--- config.mk ---
export PLATFORM = sky130hd
export DESIGN_NAME = fmt_byte_packetizer
export DESIGN_NICKNAME = d
export VERILOG_FILES = /design/src/rtl/fbp_pkg.sv /design/src/rtl/fbp_assembler.sv /design/src/rtl/fbp_qfifo.sv /design/src/rtl/fmt_byte_packetizer.sv
export SDC_FILE = /design/constraint.sdc
export NUM_CORES = 1
export LEC_CHECK = 0
export ABC_AREA = 1
export BUFFER_PORTS_ARGS = -buffer_cell sky130_fd_sc_hd__buf_4
export CAP_MARGIN = 20
export CORE_MARGIN = 2
export CORE_UTILIZATION = 61
export CTS_CLUSTER_SIZE = 25
export DETAILED_ROUTE_END_ITERATION = 16
export PLACE_DENSITY_LB_ADDON = 0.15
export SETUP_SLACK_MARGIN = 0.4
export SYNTH_ARGS = -nofsm -noshare
export SYNTH_HDL_FRONTEND = slang
export SYNTH_HIERARCHICAL = 1
export SYNTH_SLANG_ARGS = --single-unit
--- constraint.sdc ---
create_clock -name clk -period 4.6 [get_ports clk]
set_input_delay 0.46 -clock clk [delete_from_list [all_inputs] [get_ports clk]]
set_output_delay 0.46 -clock clk [all_outputs]
set_load 0.01 [all_outputs]
--- src/rtl/fbp_pkg.sv ---
package fbp_pkg;

    typedef enum logic [1:0] {
        ST_IDLE  = 2'd0,
        ST_ASYNC = 2'd1,
        ST_ISO   = 2'd2
    } asm_state_t;

    // One queued quadlet with its tags.
    typedef struct packed {
        logic [31:0] data;
        logic        first;
        logic        last;
        logic        iso;
    } quad_t;

    // Format code fields: [2] final byte, [1] data byte, [0] asynchronous.
    function automatic logic fmt_is_data(input logic [2:0] f);
        return f[1];
    endfunction

    function automatic logic fmt_is_iso(input logic [2:0] f);
        return !f[0];
    endfunction

    function automatic logic fmt_is_last(input logic [2:0] f);
        return f[2];
    endfunction

endpackage

--- src/rtl/fbp_assembler.sv ---
module fbp_assembler
    import fbp_pkg::*;
(
    input  logic        clk,
    input  logic        rst_n,
    input  logic [7:0]  byte_i,
    input  logic [2:0]  fmt_i,
    input  logic        wr_i,
    input  logic        flush_i,
    input  logic        full_i,
    output logic        push_o,
    output quad_t       push_quad_o,
    output logic        commit_o,
    output logic        discard_o,
    output logic        pkt_done_o,
    output logic        fmt_err_o
);

    asm_state_t  state_q, state_d;
    logic [1:0]  idx_q;
    logic [31:0] acc_q;
    logic        first_q;
    logic        done_q, err_q;

    logic        accept, in_iso, is_last, mismatch;
    logic        ev_take, ev_err, quad_full;
    logic [31:0] merged;

    // Input decode
    always_comb begin
        accept   = wr_i && !full_i && !flush_i && fmt_is_data(fmt_i);
        in_iso   = fmt_is_iso(fmt_i);
        is_last  = fmt_is_last(fmt_i);
        mismatch = ((state_q == ST_ASYNC) && in_iso) ||
                   ((state_q == ST_ISO) && !in_iso);
        merged   = acc_q | ({byte_i, 24'h000000} >> {idx_q, 3'b000});
    end

    // Next state and events
    always_comb begin
        state_d = state_q;
        ev_take = 1'b0;
        ev_err  = 1'b0;
        unique case (state_q)
            ST_IDLE: begin
                if (accept) begin
                    ev_take = 1'b1;
                    if (!is_last)
                        state_d = in_iso ? ST_ISO : ST_ASYNC;
                end
            end
            ST_ASYNC, ST_ISO: begin
                if (accept) begin
                    if (mismatch) begin
                        ev_err  = 1'b1;
                        state_d = ST_IDLE;
                    end else begin
                        ev_take = 1'b1;
                        if (is_last)
                            state_d = ST_IDLE;
                    end
                end
            end
            default: state_d = ST_IDLE;
        endcase
        if (flush_i)
            state_d = ST_IDLE;
    end

    // State register and assembly storage
    always_ff @(posedge clk) begin
        if (!rst_n) begin
            state_q <= ST_IDLE;
            idx_q   <= 2'd0;
            acc_q   <= 32'h0;
            first_q <= 1'b1;
            done_q  <= 1'b0;
            err_q   <= 1'b0;
        end else begin
            state_q <= state_d;
            done_q  <= ev_take && is_last;
            err_q   <= ev_err;
            if (flush_i || ev_err) begin
                idx_q   <= 2'd0;
                acc_q   <= 32'h0;
                first_q <= 1'b1;
            end else if (ev_take) begin
                if (quad_full) begin
                    idx_q   <= 2'd0;
                    acc_q   <= 32'h0;
                    first_q <= is_last;
                end else begin
                    idx_q   <= idx_q + 2'd1;
                    acc_q   <= merged;
                end
            end
        end
    end

    // Outputs
    always_comb begin
        quad_full         = is_last || (idx_q == 2'd3);
        push_o            = ev_take && quad_full;
        push_quad_o.data  = merged;
        push_quad_o.first = first_q;
        push_quad_o.last  = is_last;
        push_quad_o.iso   = in_iso;
        commit_o          = ev_take && is_last;
        discard_o         = ev_err;
        pkt_done_o        = done_q;
        fmt_err_o         = err_q;
    end

    // a final quadlet closed at position 0 carries zero padding
    p_pad_zero_r4: assert property (@(posedge clk) disable iff (!rst_n)
        (push_o && push_quad_o.last && idx_q == 2'd0) |-> (push_quad_o.data[23:0] == 24'h0));

    // nothing is pushed while the queue reports full
    p_busy_ignore_r7: assert property (@(posedge clk) disable iff (!rst_n)
        full_i |-> !push_o);

    // an error strobe never coincides with a commit strobe
    p_err_no_commit_r10: assert property (@(posedge clk) disable iff (!rst_n)
        fmt_err_o |-> !pkt_done_o);

endmodule

--- src/rtl/fbp_qfifo.sv ---
module fbp_qfifo
    import fbp_pkg::*;
#(
    parameter int DEPTH = 8
) (
    input  logic  clk,
    input  logic  rst_n,
    input  logic  flush_i,
    input  logic  push_i,
    input  quad_t push_quad_i,
    input  logic  commit_i,
    input  logic  discard_i,
    input  logic  rd_i,
    output logic  valid_o,
    output quad_t rd_quad_o,
    output logic  full_o,
    output logic  almost_full_o,
    output logic  almost_empty_o
);

    // DEPTH must be a power of two, at least 2.
    localparam int AW = $clog2(DEPTH);
    localparam int PW = AW + 1;

    quad_t         mem [DEPTH];
    logic [PW-1:0] wr_q, rd_q, cmt_q;
    logic [PW-1:0] held;

    always_comb begin
        held           = wr_q - rd_q;
        full_o         = (held == PW'(DEPTH));
        almost_full_o  = (held == PW'(DEPTH - 1));
        almost_empty_o = (held == PW'(1));
        valid_o        = (cmt_q != rd_q);
        rd_quad_o      = mem[rd_q[AW-1:0]];
    end

    always_ff @(posedge clk) begin
        if (push_i && !flush_i)
            mem[wr_q[AW-1:0]] <= push_quad_i;
    end

    always_ff @(posedge clk) begin
        if (!rst_n || flush_i) begin
            wr_q  <= '0;
            rd_q  <= '0;
            cmt_q <= '0;
        end else begin
            if (discard_i)
                wr_q <= cmt_q;
            else if (push_i)
                wr_q <= wr_q + PW'(1);
            if (commit_i)
                cmt_q <= wr_q + PW'(1);
            if (rd_i && valid_o)
                rd_q <= rd_q + PW'(1);
        end
    end

    // no write into a full queue
    p_no_overflow_r7: assert property (@(posedge clk) disable iff (!rst_n)
        push_i |-> !full_o);

    // a commit makes the head readable next cycle
    p_commit_valid_r6: assert property (@(posedge clk) disable iff (!rst_n)
        (commit_i && !flush_i) |=> valid_o);

    // readable region never runs past written region
    p_read_committed_r6: assert property (@(posedge clk) disable iff (!rst_n)
        (cmt_q - rd_q) <= (wr_q - rd_q));

    // flush leaves the queue empty
    p_flush_clears_r9: assert property (@(posedge clk) disable iff (!rst_n)
        flush_i |=> (!valid_o && wr_q == rd_q));

endmodule

--- src/rtl/fmt_byte_packetizer.sv ---
module fmt_byte_packetizer
    import fbp_pkg::*;
#(
    parameter int QDEPTH = 8
) (
    input  logic        clk,
    input  logic        rst_n,
    input  logic [7:0]  bd_byte,
    input  logic [2:0]  bd_fmt,
    input  logic        bd_wr,
    input  logic        flush,
    input  logic        q_rd,
    output logic        busy,
    output logic        q_valid,
    output logic [31:0] q_data,
    output logic        q_first,
    output logic        q_last,
    output logic        q_iso,
    output logic        pkt_commit,
    output logic        fmt_err,
    output logic        almost_full,
    output logic        almost_empty
);

    logic  push, commit, discard, full;
    quad_t push_quad, head_quad;

    fbp_assembler u_asm (
        .clk        (clk),
        .rst_n      (rst_n),
        .byte_i     (bd_byte),
        .fmt_i      (bd_fmt),
        .wr_i       (bd_wr),
        .flush_i    (flush),
        .full_i     (full),
        .push_o     (push),
        .push_quad_o(push_quad),
        .commit_o   (commit),
        .discard_o  (discard),
        .pkt_done_o (pkt_commit),
        .fmt_err_o  (fmt_err)
    );

    fbp_qfifo #(.DEPTH(QDEPTH)) u_fifo (
        .clk           (clk),
        .rst_n         (rst_n),
        .flush_i       (flush),
        .push_i        (push),
        .push_quad_i   (push_quad),
        .commit_i      (commit),
        .discard_i     (discard),
        .rd_i          (q_rd),
        .valid_o       (q_valid),
        .rd_quad_o     (head_quad),
        .full_o        (full),
        .almost_full_o (almost_full),
        .almost_empty_o(almost_empty)
    );

    always_comb begin
        busy    = full;
        q_data  = head_quad.data;
        q_first = head_quad.first;
        q_last  = head_quad.last;
        q_iso   = head_quad.iso;
    end

    // all strobes and flags clear right after reset
    p_reset_quiet_r1: assert property (@(posedge clk)
        !rst_n |=> (!busy && !q_valid && !pkt_commit && !fmt_err));

endmodule

==> results of run 1 <==
==> sequential cells by signal, summed over array words and instances (netlist names), named ones only <==
| register | count |
|---|---|
| u_asm/acc_q | 32 |
| u_asm/first_q | 1 |
| u_asm/fmt_err_o | 1 |
| u_asm/idx_q | 2 |
| u_asm/pkt_done_o | 1 |
| u_asm/state_q | 2 |
| u_fifo/cmt_q | 4 |
| u_fifo/mem | 280 |
| u_fifo/rd_q | 4 |
| u_fifo/wr_q | 4 |
==> cell usage after synthesis <==
cell type	n
edfxtp_1	280
nor2_1	247
nand2_1	191
o21ai_1	137
inv_1	103
o21ai_0	77
dfxtp_1	54
nand3_1	50
or2_2	34
nor3_1	33
nor2_2	24
buf_2	23
buf_6	20
clkbuf_1	18
a21oi_1	13
ha_1	10
buf_4	8
inv_2	5
nand2_2	4
xnor2_1	4
buf_1	3
xor2_1	3
a31oi_1	2
clkinv_1	2
nand2_4	2
fa_1	1
nand4_1	1
nor2_4	1
==> worst min-delay path: stages <==
cell	delay [ns]
buf_4	0.08
inv_1	0.05
nor2_1	0.09
==> power groups by stage <==
stage	clock network [uW]	logic [uW]	registers (uW)
after floorplan	0	124	3330
after global placement	0	166	3330
after detailed placement	0	167	3330
after CTS	2710	169	3260
after global routing	2850	190	3260
final	2680	170	3260
==> through the flow <==
stage	hold WS, ns	util	setup slack (ns)	cells
2_1_floorplan	0.430	-	0.511	1350
3_3_place_gp	0.487	0.646	0.825	1659
3_5_place_dp	0.489	0.649	0.735	1662
4_1_cts	0.209	0.697	0.700	1724
5_1_grt	0.231	0.701	0.666	1728
6_report	0.228	0.701	0.912	1728
==> layout make-up <==
| type | instances | area [um2] | area share |
|---|---|---|---|
| inverter | 110 | 415 | 0.0260 |
| multi-input combinational | 834 | 3900 | 0.244 |
| clock inverter | 21 | 176 | 0.0110 |
| clock buffer | 41 | 908 | 0.0569 |
| timing repair buffer | 75 | 681 | 0.0426 |
| tap | 313 | 392 | 0.0245 |
| sequential | 334 | 9500 | 0.595 |
==> cells by family (layout without fill, tap and decap cells) <==
kind of cell	after synthesis	in the layout
DFF	334	334
and+or+nand+nor	587	587
adders and majority gates	11	11
AOI/OAI and AO/OA	229	229
buffers and inverters	182	247
xor gates and xnor gates	7	7
==> metal layers <==
layer / wire [um] / up-vias / GRT usage
li1: - / 4599 / -
met1: 13300 / 4548 / 0.377
met2: 14100 / 357 / 0.382
met3: 2380 / 41 / 0.0343
met4: 540 / 0 / 0.0765
met5: 0 / - / 0
==> worst min-delay path by stage <==
stage                                             from                      endpoint  slack (ns)  depth (start not counted)
after floorplan             u_asm/first_q$_SDFFE_PP1P_    u_asm/first_q$_SDFFE_PP1P_        0.43                          2
after global placement    u_asm/acc_q[29]$_SDFFE_PP0P_  u_asm/acc_q[29]$_SDFFE_PP0P_        0.49                          4
after detailed placement  u_asm/acc_q[26]$_SDFFE_PP0P_  u_asm/acc_q[26]$_SDFFE_PP0P_        0.49                          4
after CTS                                        rst_n   u_asm/pkt_done_o$_SDFF_PN0_        0.21                          3
after global routing                             rst_n   u_asm/pkt_done_o$_SDFF_PN0_        0.23                          3
final                                            rst_n   u_asm/pkt_done_o$_SDFF_PN0_        0.23                          3
==> Flow_metrics.wiki, run 1 <==
{| class="wikitable"
! Metric !! Value
|-
| Netlist cell types || 28
|-
| Clock tree from TritonCTS || done
|-
| Number of iterations in the first detailed-routing pass || 5
|-
| Combinational share of power || 0.028
|-
| Terminus of the critical flop-to-flop path || u_fifo/mem[0][17]$_DFFE_PP_
|-
| Critical Path Stages || 18
|-
| Worst path arrival time || 3.89 ns
|-
| Overall Global Routing Usage || 0.250
|-
| Weighted congestion reported at the end of routability-driven placement || 0.828
|-
| Result of the run || finished, final reports clean
|-
| Initial antenna violation count || 1
|-
| Peak supply drop || 0.355 mV
|-
| Mean instance size in the synthesized netlist || 10.5 um2
|-
| Part of the power in the clock network || 0.438
|-
| Maximum Capacitance Violations || 0
|-
| Clock Sink Count || 334
|-
| Routed WL || 30300 um
|-
| Cell leakage power || 0.00596 uW
|-
| Number of vias per cell || 5.52
|-
| Register-to-Register Setup Slack || 0.91 ns
|-
| Net switching power || 1220 uW
|-
| RSZ-0062 raised after global routing || no
|-
| End point of the critical path || u_fifo/mem[0][17]$_DFFE_PP_
|-
| Core Rows || 55
|-
| Fill cell instance count of the final layout || 1618
|-
| Total count of hold-check failures in the final report || 0
|-
| Cell types with the largest area share after synthesis || edfxtp_1, dfxtp_1, nor2_1, nand2_1, o21ai_1
|-
| Most numerous cell on the critical path || inv_1
|-
| Syn. warnings || 6
|-
| Internal power contribution || 4890 uW
|-
| Number of diodes added for antenna fixing || 0
|-
| Number of instances in the synthesized netlist || 1350
|-
| Most frequent cells in the layout || edfxtp_1, nor2_1, nand2_1
|-
| Power Density || 383 nW/um2
|-
| Mean routed wirelength per cell || 17.6 um
|-
| Port-buffer cells || 56
|-
| Worst Path Buf+Inv || 6
|-
| Hold_buf cts || 0
|-
| Initial cell density of the core || 0.624
|-
| Start point of the critical path || u_fifo/wr_q[0]$_SDFFE_PP0P_
|-
| Share of the yosys chip area belonging to registers || 0.667
|-
| Required time of the worst setup path || 4.80 ns
|-
| Actual slew at the worst max-slew pin || 0.806 ns
|-
| Sort of element at the start of the critical path || flip-flop
|-
| Post-synthesis to final-layout area growth || 12.3%
|-
| Biggest fanout along the worst timing path || 18
|-
| Clock Pin Slew Worst Setup and Hold Paths || 0.06 ns
|-
| Cell type with the largest total area after synthesis || edfxtp_1
|-
| NumNets Final || 1417
|-
| Routed via count || 9545
|-
| Largest family of logic cells by synthesized area || simple AND/OR/NAND/NOR gates
|-
| Kind of capture point of the worst setup path || flip-flop
|-
| Reg power frac || 0.534
|-
| Global-route congestion overflow total || 0
|-
| Vias in the first global route || 8780
|-
| Share of the synthesized netlist area taken by xor and xnor gates || 0.00431
|-
| Largest net degree at the start of global routing || 74
|-
| Leading cell type in the layout, fill and taps excluded || edfxtp_1
|-
| Adder and majority gate portion of the synthesized area || 0.0102
|-
| Total placed instance area || 14800 um2
|-
| Post-route setup TNS || 0 ns
|-
| Depth of the most critical reg-to-reg path || 18
|-
| Startpoint of the most critical register-to-register path || u_fifo/wr_q[0]$_SDFFE_PP0P_
|-
| Clock buffer count from CTS || 35
|-
| Global-route wire length before repair || 47000 um
|-
| Number of DRC markers after the initial detailed-route iteration || 843
|-
| Final ANT Viol Nets || 0
|-
| Fraction of synthesized cell area taken by the top area cell type || 0.591
|-
| Setup Viol. Count Final || 0
|-
| Largest incremental delay on the critical path || 0.62 ns
|-
| Clock Root Buffer || clkbuf_16
|-
| DRC violation count after routing || 0
|-
| Worst-path cell with the longest stage delay || nor2_4
|-
| Clock period minus final worst setup slack || 3.69 ns
|-
| DIE AREA || 24600 um2
|-
| Share of final-layout standard cells stronger than drive strength 1 || 0.143
|-
| Clock latency on the worst-skew pair || 0.51 ns
|-
| Worst-path cell chain || inv_1 > ha_1 > inv_1 > fa_1 > xnor2_1 > inv_1 > or2_2 > nor3_1 > nor2_2 > nand2_2 > nor2_2 > nand3_1 > inv_1 > inv_1 > nor2_1 > nand2_1 > nor2_4 > buf_16
|-
| Achievable Freq || 271 MHz
|-
| Category of the critical setup timing path || flip-flop to flip-flop
|-
| Syn_nets || 1377
|-
| Core footprint || 22800 um2
|-
| Maximum clock insertion buffer count || 3
|-
| H-tree depth || 2
|-
| Simple logic cell fraction of the synthesized area || 0.175
|-
| DP HPWL || 18100 um
|-
| Path type of the worst min-delay path || input pin to flip-flop
|-
| Post-route fraction of the period consumed by the critical path || 0.802
|-
| CTS-repair resized insts || 0
|-
| Worst clock skew on the final layout || 0.0200 ns
|-
| Remaining max-slew budget at the tightest pin || 0.463
|-
| Area fraction in compound gates after synthesis || 0.0808
|-
| Cell area after synthesis || 14200 um2
|-
| Synthesis-stage register bit count || 334
|-
| Num ports || 57
|-
| Sw Ratio || 0.200
|-
| Total setup buffers inserted after CTS || 0
|-
| DIE HEIGHT || 157 um
|-
| Horizontal extent of the die || 157 um
|-
| Finished Cell Area || 16000 um2
|-
| Total Power Consumption || 6110 uW
|-
| Multiplexer share of the synthesized area || 0
|-
| Gate family responsible for the most delay along the worst path || simple AND/OR/NAND/NOR gates
|-
| Max-slew violation count || 0
|}
Power figures use the tool's default switching activity.
==> run 2: changes to the inputs <==
Clock period 4.6 ns to 3.54 ns, I/O delays scaled along.
==> Flow_metrics.wiki, run 2 (synthesized netlist as in run 1, its figures left out) <==
{| class="wikitable"
! Metric !! Value
|-
| Routed via count || 9842 (+3.1%)
|-
| Biggest fanout along the worst timing path || 12 (-6)
|-
| Net switching power || 1580 uW (+29%)
|-
| Clock buffer count from CTS || 31 (-11%)
|-
| Core Rows || 55 (unchanged)
|-
| Number of vias per cell || 5.62 (+1.8%)
|-
| Clock Sink Count || 334 (unchanged)
|-
| Combinational share of power || 0.031 (+0.003)
|-
| Sort of element at the start of the critical path || flip-flop
|-
| Part of the power in the clock network || 0.414 (-0.024)
|-
| Achievable Freq || 337 MHz (+24%)
|-
| Final worst-path setup slack || 0.571 ns (-0.341 ns)
|-
| Clock Root Buffer || clkbuf_16
|-
| Clock period minus final worst setup slack || 2.97 ns (-0.719 ns)
|-
| Peak supply drop || 0.401 mV (+13%)
|-
| Kind of capture point of the worst setup path || flip-flop
|-
| Category of the critical setup timing path || flip-flop to flip-flop
|-
| Maximum Capacitance Violations || 0 (unchanged)
|-
| Terminus of the critical flop-to-flop path || u_fifo/mem[6][7]$_DFFE_PP_
|-
| Clock latency on the worst-skew pair || 0.57 ns (+0.06 ns)
|-
| Result of the run || finished, final reports clean
|-
| H-tree depth || 1 (-1)
|-
| Leading cell type in the layout, fill and taps excluded || edfxtp_1
|-
| Worst Hold Launch || rst_n
|-
| Initial cell density of the core || 0.624 (unchanged)
|-
| Final ANT Viol Nets || 0 (unchanged)
|-
| Worst hold path stage count || 3 (unchanged)
|-
| Most frequent cells in the layout || edfxtp_1, nor2_1, nand2_1
|-
| Largest net degree at the start of global routing || 141 (+91%)
|-
| Total placed instance area || 14900 um2 (+0.55%)
|-
| Number of iterations in the first detailed-routing pass || 6 (+1)
|-
| Startpoint of the most critical register-to-register path || u_fifo/wr_q[0]$_SDFFE_PP0P_
|-
| Mean routed wirelength per cell || 19.0 um (+8.2%)
|-
| Total count of hold-check failures in the final report || 0 (unchanged)
|-
| Sw Ratio || 0.206 (+0.00637)
|-
| Clock tree from TritonCTS || done
|-
| RSZ-0062 raised after global routing || yes
|-
| Post-Route Utilization || 0.714 (+0.0129)
|-
| Number of diodes added for antenna fixing || 0 (unchanged)
|-
| Worst clock skew on the final layout || 0.0240 ns (+0.00403 ns)
|-
| Num ports || 57 (unchanged)
|-
| DIE HEIGHT || 157 um (unchanged)
|-
| Post-synthesis to final-layout area growth || 14.4%
|-
| Final standard cell count with taps included and fillers excluded || 1750 (+1.3%)
|-
| Terminating pin of the worst hold path || u_asm/fmt_err_o$_SDFF_PN0_
|-
| Post-route fraction of the period consumed by the critical path || 0.839 (+0.0370)
|-
| Global-route wire length before repair || 50300 um (+7.0%)
|-
| Horizontal extent of the die || 157 um (unchanged)
|-
| Actual slew at the worst max-slew pin || 0.803 ns (-0.00275 ns)
|-
| Depth of the most critical reg-to-reg path || 18 (unchanged)
|-
| Power Density || 469 nW/um2 (+23%)
|-
| Weighted congestion reported at the end of routability-driven placement || 0.814 (-1.7%)
|-
| Internal power contribution || 6060 uW (+24%)
|-
| Number of flip-flops under the largest register name || 280 (unchanged)
|-
| Finished Cell Area || 16300 um2 (+1.8%)
|-
| Global-route congestion overflow total || 0 (unchanged)
|-
| DRC violation count after routing || 0 (unchanged)
|-
| Routed WL || 33200 um (+9.6%)
|-
| Setup slack after placement || 0.0268 ns (-0.709 ns)
|-
| Hold_buf cts || 0 (unchanged)
|-
| Register-to-Register Setup Slack || 0.57 ns (-0.34 ns)
|-
| Clock Pin Slew Worst Setup and Hold Paths || 0.07 ns (about the same)
|-
| Reg power frac || 0.555 (+0.021)
|-
| DIE AREA || 24600 um2 (unchanged)
|-
| Path type of the worst min-delay path || input pin to flip-flop
|-
| Number of DRC markers after the initial detailed-route iteration || 1023 (+21%)
|-
| Post-route setup TNS || 0 ns (unchanged)
|-
| DP HPWL || 18600 um (+2.9%)
|-
| Setup Viol. Count Final || 0 (unchanged)
|-
| Share of final-layout standard cells stronger than drive strength 1 || 0.165 (+0.0215)
|-
| Initial antenna violation count || 0 (-1)
|-
| Maximum clock insertion buffer count || 3 (unchanged)
|-
| NumNets Final || 1440 (+1.6%)
|-
| Cell leakage power || 0.00607 uW (+1.9%)
|-
| Max-slew violation count || 0 (unchanged)
|-
| Core footprint || 22800 um2 (unchanged)
|-
| Remaining max-slew budget at the tightest pin || 0.461 (-0.00148)
|-
| Port-buffer cells || 56 (unchanged)
|-
| Placed cells || 1666 (+0.24%)
|-
| Overall Global Routing Usage || 0.270 (+0.0196)
|-
| Worst path arrival time || 3.23 ns (-0.66 ns)
|-
| Vias in the first global route || 8952 (+2.0%)
|-
| Required time of the worst setup path || 3.80 ns (-1.00 ns)
|}
[run 2: worst max path at each step]
stage | startpoint | to | slack, ns | cells past startpoint
6_report | u_fifo/wr_q[0]$_SDFFE_PP0P_ | u_fifo/mem[6][7]$_DFFE_PP_ | 0.57 | 18
5_1_grt | u_fifo/rd_q[0]$_SDFFE_PP0P_ | u_fifo/mem[6][3]$_DFFE_PP_ | 0.38 | 17
4_1_cts | u_fifo/rd_q[2]$_SDFFE_PP0P_ | u_fifo/mem[0][21]$_DFFE_PP_ | 0.08 | 15
3_5_place_dp | u_fifo/rd_q[2]$_SDFFE_PP0P_ | u_fifo/mem[1][16]$_DFFE_PP_ | 0.03 | 15
3_3_place_gp | u_fifo/wr_q[0]$_SDFFE_PP0P_ | u_fifo/mem[3][16]$_DFFE_PP_ | 0.09 | 17
2_1_floorplan | u_fifo/wr_q[0]$_SDFFE_PP0P_ | u_fifo/mem[1][0]$_DFFE_PP_ | 0.41 | 17
[run 2: metal layers]
layer  share of wire  global-route usage  routed length, um  up-vias
li1                -                   -                  -     4652
met1            0.43               0.414              14300     4688
met2            0.46               0.413              15300      447
met3           0.088              0.0354               2930       55
met4           0.022              0.0673                731        0
met5               0                   0                  0        -
[run 2: what timing repair did]
item / 4_1_cts / 5_1_grt
buffers inserted: 13 / 8
pin swaps: 9 / 6
gates resized for setup: 4 / 7
gates cloned: 6 / 0
endpoints found under the setup margin: 214 / 283
[run 2: worst max-delay path: stages, from the launching register on]
cell     delay [ns]
dfxtp_2        0.32
inv_2          0.05
ha_1           0.14
inv_1          0.06
fa_1           0.37
xnor2_1        0.14
inv_1          0.06
or2_2          0.12
nor3_2         0.05
nor2_2         0.11
nand2_2        0.10
nor2_4         0.11
nand3_2        0.08
inv_1          0.08
inv_1          0.07
nor2_4         0.19
nand2_4        0.21
nor2_4         0.24
buf_12         0.18
[run 2: power by group through the flow]
stage	combinational, uW	sequential, uW	clock (uW)
6_report	238	4240	3160
5_1_grt	261	4240	3330
4_1_cts	232	4240	3190
3_5_place_dp	229	4320	0
3_3_place_gp	226	4320	0
2_1_floorplan	163	4320	0
[run 2: area by class of cell]
class                           count  area, um2
Sequential cell                   334       9500
Fill cell                        1556       6510
Multi-Input combinational cell    840       4020
Timing Repair Buffer               96        975
Clock buffer                       34        787
Inverter                          110        415
Tap cell                          313        392
Clock inverter                     23        178
[run 2: per-stage QoR]
step,hold WS (ns),total power (uW)
detailed placement,0.486,4550
global route,0.0790,7830
CTS,0.0558,7660
finish,0.0698,7630
global placement,0.487,4550
floorplan,0.430,4490
==> run 3: changes to the inputs <==
Settings changed: ABC_AREA 1 to 0.
Clock period 3.54 ns to 2.76 ns, I/O delays scaled along.
==> Flow_metrics.wiki, run 3 <==
{| class="wikitable"
! Metric !! Value
|-
| Result of the run || finished, violations left
|-
| Violations in the final reports || setup timing
|-
| Clock Root Buffer || clkbuf_16
|-
| Number of flip-flops under the largest register name || 280 (unchanged)
|-
| Start point of the critical path || u_fifo/wr_q[0]$_SDFFE_PP0P_
|-
| Post-route fraction of the period consumed by the critical path || 1.11 (+0.276)
|-
| Syn. warnings || 6 (unchanged)
|-
| Async set-reset flop share out of synthesis || 0 (unchanged)
|-
| Syn_nets || 747 (-46%)
|-
| Largest net degree at the start of global routing || 71 (-50%)
|-
| Max-slew violation count || 0 (unchanged)
|-
| Worst-path cell chain || inv_4 > ha_4 > inv_2 > fa_2 > xor2_2 > nor2_2 > and4_4 > and4bb_2 > nand2b_4 > nor3_2 > buf_4 > nand3_4 > buf_12 > nor2_4 > buf_12 > clkbuf_16
|-
| Number of flops mapped to enable cells by yosys || 280 (unchanged)
|-
| Actual slew at the worst max-slew pin || 0.875 ns (+0.0719 ns)
|-
| Top FF cell, synth || edfxtp_1
|-
| Share of the yosys chip area belonging to registers || 0.700 (+0.0331)
|-
| Sort of element at the start of the critical path || flip-flop
|-
| Post-route setup TNS || -72.66 ns (-72.66 ns)
|-
| DP HPWL || 16100 um (-13%)
|-
| Terminus of the critical flop-to-flop path || u_fifo/mem[7][25]$_DFFE_PP_
|-
| Achievable Freq || 325 MHz (-3.5%)
|-
| Fraction of synthesized cell area taken by the top area cell type || 0.620 (+0.0294)
|-
| Maximum clock insertion buffer count || 3 (unchanged)
|-
| Cell leakage power || 0.00652 uW (+7.3%)
|-
| End point of the critical path || u_fifo/mem[7][25]$_DFFE_PP_
|-
| H-tree depth || 1 (unchanged)
|-
| Number of vias per cell || 7.05 (+25%)
|-
| Total count of hold-check failures in the final report || 0 (unchanged)
|-
| Vias in the first global route || 8344 (-6.8%)
|-
| Peak supply drop || 0.688 mV (+71%)
|-
| Power Density || 598 nW/um2 (+27%)
|-
| Biggest fanout along the worst timing path || 6 (-6)
|-
| Clock buffer count from CTS || 31 (unchanged)
|-
| Multiplexer share of the synthesized area || 0.172 (+0.172)
|-
| Fin Hold WS || 0.0317 ns (-0.0382 ns)
|-
| Worst clock skew on the final layout || 0.0314 ns (+0.00743 ns)
|-
| Most frequent cells in the layout || edfxtp_1, mux4_2, buf_6
|-
| Overall Global Routing Usage || 0.319 (+0.0493)
|-
| Leading cell type in the layout, fill and taps excluded || edfxtp_1
|-
| Category of the critical setup timing path || flip-flop to flip-flop
|-
| Depth of the most critical reg-to-reg path || 16 (-2)
|-
| Initial cell density of the core || 0.621 (-0.00353)
|-
| Worst hold path stage count || 3 (unchanged)
|-
| Clock Pin Slew Worst Setup and Hold Paths || 0.06 ns (about the same)
|-
| Placed cells || 1057 (-37%)
|-
| Global-route wire length before repair || 54600 um (+8.4%)
|-
| Largest family of logic cells by synthesized area || multiplexers
|-
| Worst path arrival time || 3.36 ns (+0.13 ns)
|-
| Number of iterations in the first detailed-routing pass || 5 (-1)
|-
| DRC violation count after routing || 0 (unchanged)
|-
| Routed via count || 8600 (-13%)
|-
| Mean instance size in the synthesized netlist || 18.8 um2 (+79%)
|-
| Setup slack after placement || -0.272 ns (-0.298 ns)
|-
| Initial antenna violation count || 0 (unchanged)
|-
| RSZ-0062 raised after global routing || yes
|-
| Final ANT Viol Nets || 0 (unchanged)
|-
| Maximum Capacitance Violations || 0 (unchanged)
|-
| Count leader, synth || edfxtp_1
|-
| Share of final-layout standard cells stronger than drive strength 1 || 0.471 (+0.306)
|-
| Synthesis-stage register bit count || 334 (unchanged)
|-
| Required time of the worst setup path || 3.04 ns (-0.76 ns)
|-
| DIE HEIGHT || 153 um (-2.3%)
|-
| Routed WL || 43800 um (+32%)
|-
| Worst-path cell with the longest stage delay || dfxtp_4
|-
| Most numerous cell on the critical path || buf_12
|-
| Setup Viol. Count Final || 319 (+319)
|-
| Startpoint of the most critical register-to-register path || u_fifo/wr_q[0]$_SDFFE_PP0P_
|-
| Horizontal extent of the die || 153 um (-2.3%)
|-
| Core footprint || 21800 um2 (-4.2%)
|-
| DIE AREA || 23400 um2 (-4.6%)
|-
| Port-buffer cells || 56 (unchanged)
|-
| Simple logic cell fraction of the synthesized area || 0.0392 (-0.136)
|-
| Num ports || 57 (unchanged)
|-
| Cell type with the largest total area after synthesis || edfxtp_1
|-
| Adder and majority gate portion of the synthesized area || 0.0107 (+0.000507)
|-
| Final worst-path setup slack || -0.316 ns (-0.886 ns)
|-
| Largest incremental delay on the critical path || 0.35 ns (-0.02 ns)
|-
| Clock tree from TritonCTS || done
|-
| Final standard cell count with taps included and fillers excluded || 1219 (-30%)
|-
| Top post-synthesis cells by count || edfxtp_1, mux4_1, nor2_1
|-
| Clock period minus final worst setup slack || 3.08 ns (+0.106 ns)
|-
| Path type of the worst min-delay path || input pin to flip-flop
|-
| Global-route congestion overflow total || 0 (unchanged)
|-
| Clock Sink Count || 334 (unchanged)
|-
| NumNets Final || 941 (-35%)
|-
| Mean routed wirelength per cell || 36.0 um (+89%)
|-
| Post-Route Utilization || 0.835 (+0.121)
|-
| Number of instances in the synthesized netlist || 720 (-47%)
|-
| Share of the synthesized netlist area taken by xor and xnor gates || 0.00776 (+0.00345)
|-
| Area fraction in compound gates after synthesis || 0.0471 (-0.0337)
|-
| Netlist cell types || 44 (+57%)
|-
| Weighted congestion reported at the end of routability-driven placement || 0.804 (-1.3%)
|-
| Post-synthesis to final-layout area growth || 34.5%
|-
| Number of DRC markers after the initial detailed-route iteration || 1298 (+27%)
|-
| Register-to-Register Setup Slack || -0.32 ns (-0.89 ns)
|-
| Kind of capture point of the worst setup path || flip-flop
|-
| Number of diodes added for antenna fixing || 0 (unchanged)
|-
| Core Rows || 54 (-1.8%)
|-
| Cell area after synthesis || 13600 um2 (-4.7%)
|-
| Clock latency on the worst-skew pair || 0.59 ns (+0.02 ns)
|-
| Cell types with the largest area share after synthesis || edfxtp_1, mux4_1, dfxtp_1, mux2_2, a41oi_1
|-
| Remaining max-slew budget at the tightest pin || 0.416 (-0.0447)
|}
[run 3: cells by family (layout without fill, tap and decap cells)]
family | after synthesis | after routing
fa+ha+maj | 11 | 11
mux | 114 | 114
compound gates | 82 | 82
xor+xnor | 12 | 12
flops | 334 | 334
simple gates | 110 | 110
buf+inv | 57 | 276
[run 3: power breakdown]
group | internal (uW) | total (uW) | switching (uW) | leakage, uW
Clock | 3030 | 5070 | 2040 | 0.000572
Combinational | 191 | 397 | 206 | 0.00281
Sequential | 5420 | 5420 | 6.47 | 0.00313
[run 3: worst min path at each step]
stage	from	slack (ns)	to
6_report	bd_fmt[0]	0.03	u_asm/state_q[0]$_SDFFE_PP0P_
2_1_floorplan	rst_n	0.40	u_asm/fmt_err_o$_SDFF_PN0_
3_3_place_gp	u_asm/acc_q[3]$_SDFFE_PP0P_	0.45	u_asm/acc_q[3]$_SDFFE_PP0P_
4_1_cts	bd_fmt[0]	0.03	u_asm/state_q[0]$_SDFFE_PP0P_
3_5_place_dp	u_asm/acc_q[3]$_SDFFE_PP0P_	0.47	u_asm/acc_q[3]$_SDFFE_PP0P_
5_1_grt	bd_fmt[0]	0.04	u_asm/state_q[0]$_SDFFE_PP0P_
[run 3: repair_timing]
item | 4_1_cts | 5_1_grt
pin swaps | 12 | 14
setup buffers | 43 | 15
hold buffers | 2 | 0
gates cloned | 24 | 20
resized for setup | 189 | 64
hold endpoints to repair | 10 | 0
setup endpoints to repair | 365 | 365
[run 3: worst max-delay path, delay by kind of cell, from the launching register on]
kind	cells	cell delay, ns
buf+inv	6	0.77
simple gates	7	0.97
flops	1	0.35
xor+xnor	1	0.20
fa+ha+maj	2	0.48
[run 3: cell type report]
class                           count  area [um2]
Sequential cell                   334        9500
Multi-Input combinational cell    329        3970
Fill cell                         930        3600
Timing Repair Buffer              206        3150
Clock buffer                       33         793
Clock inverter                     25         398
Tap cell                          280         350
Inverter                           12        51.3
[run 3: routing by layer]
layer	wire (um)	share of wire	vias to the layer above	global-route usage
met2	20600	0.47	806	0.511
li1	-	-	3298	-
met4	2300	0.053	0	0.125
met1	15400	0.35	4333	0.430
met5	0	0	-	0
met3	5490	0.13	163	0.0774
[run 3: through the flow]
step                      power, uW  area [um2]
final                         10900       18200
after global routing          11100       18200
after CTS                     10700       17400
after detailed placement       5760       14800
after global placement         5750       14800
after floorplan                5660       13700
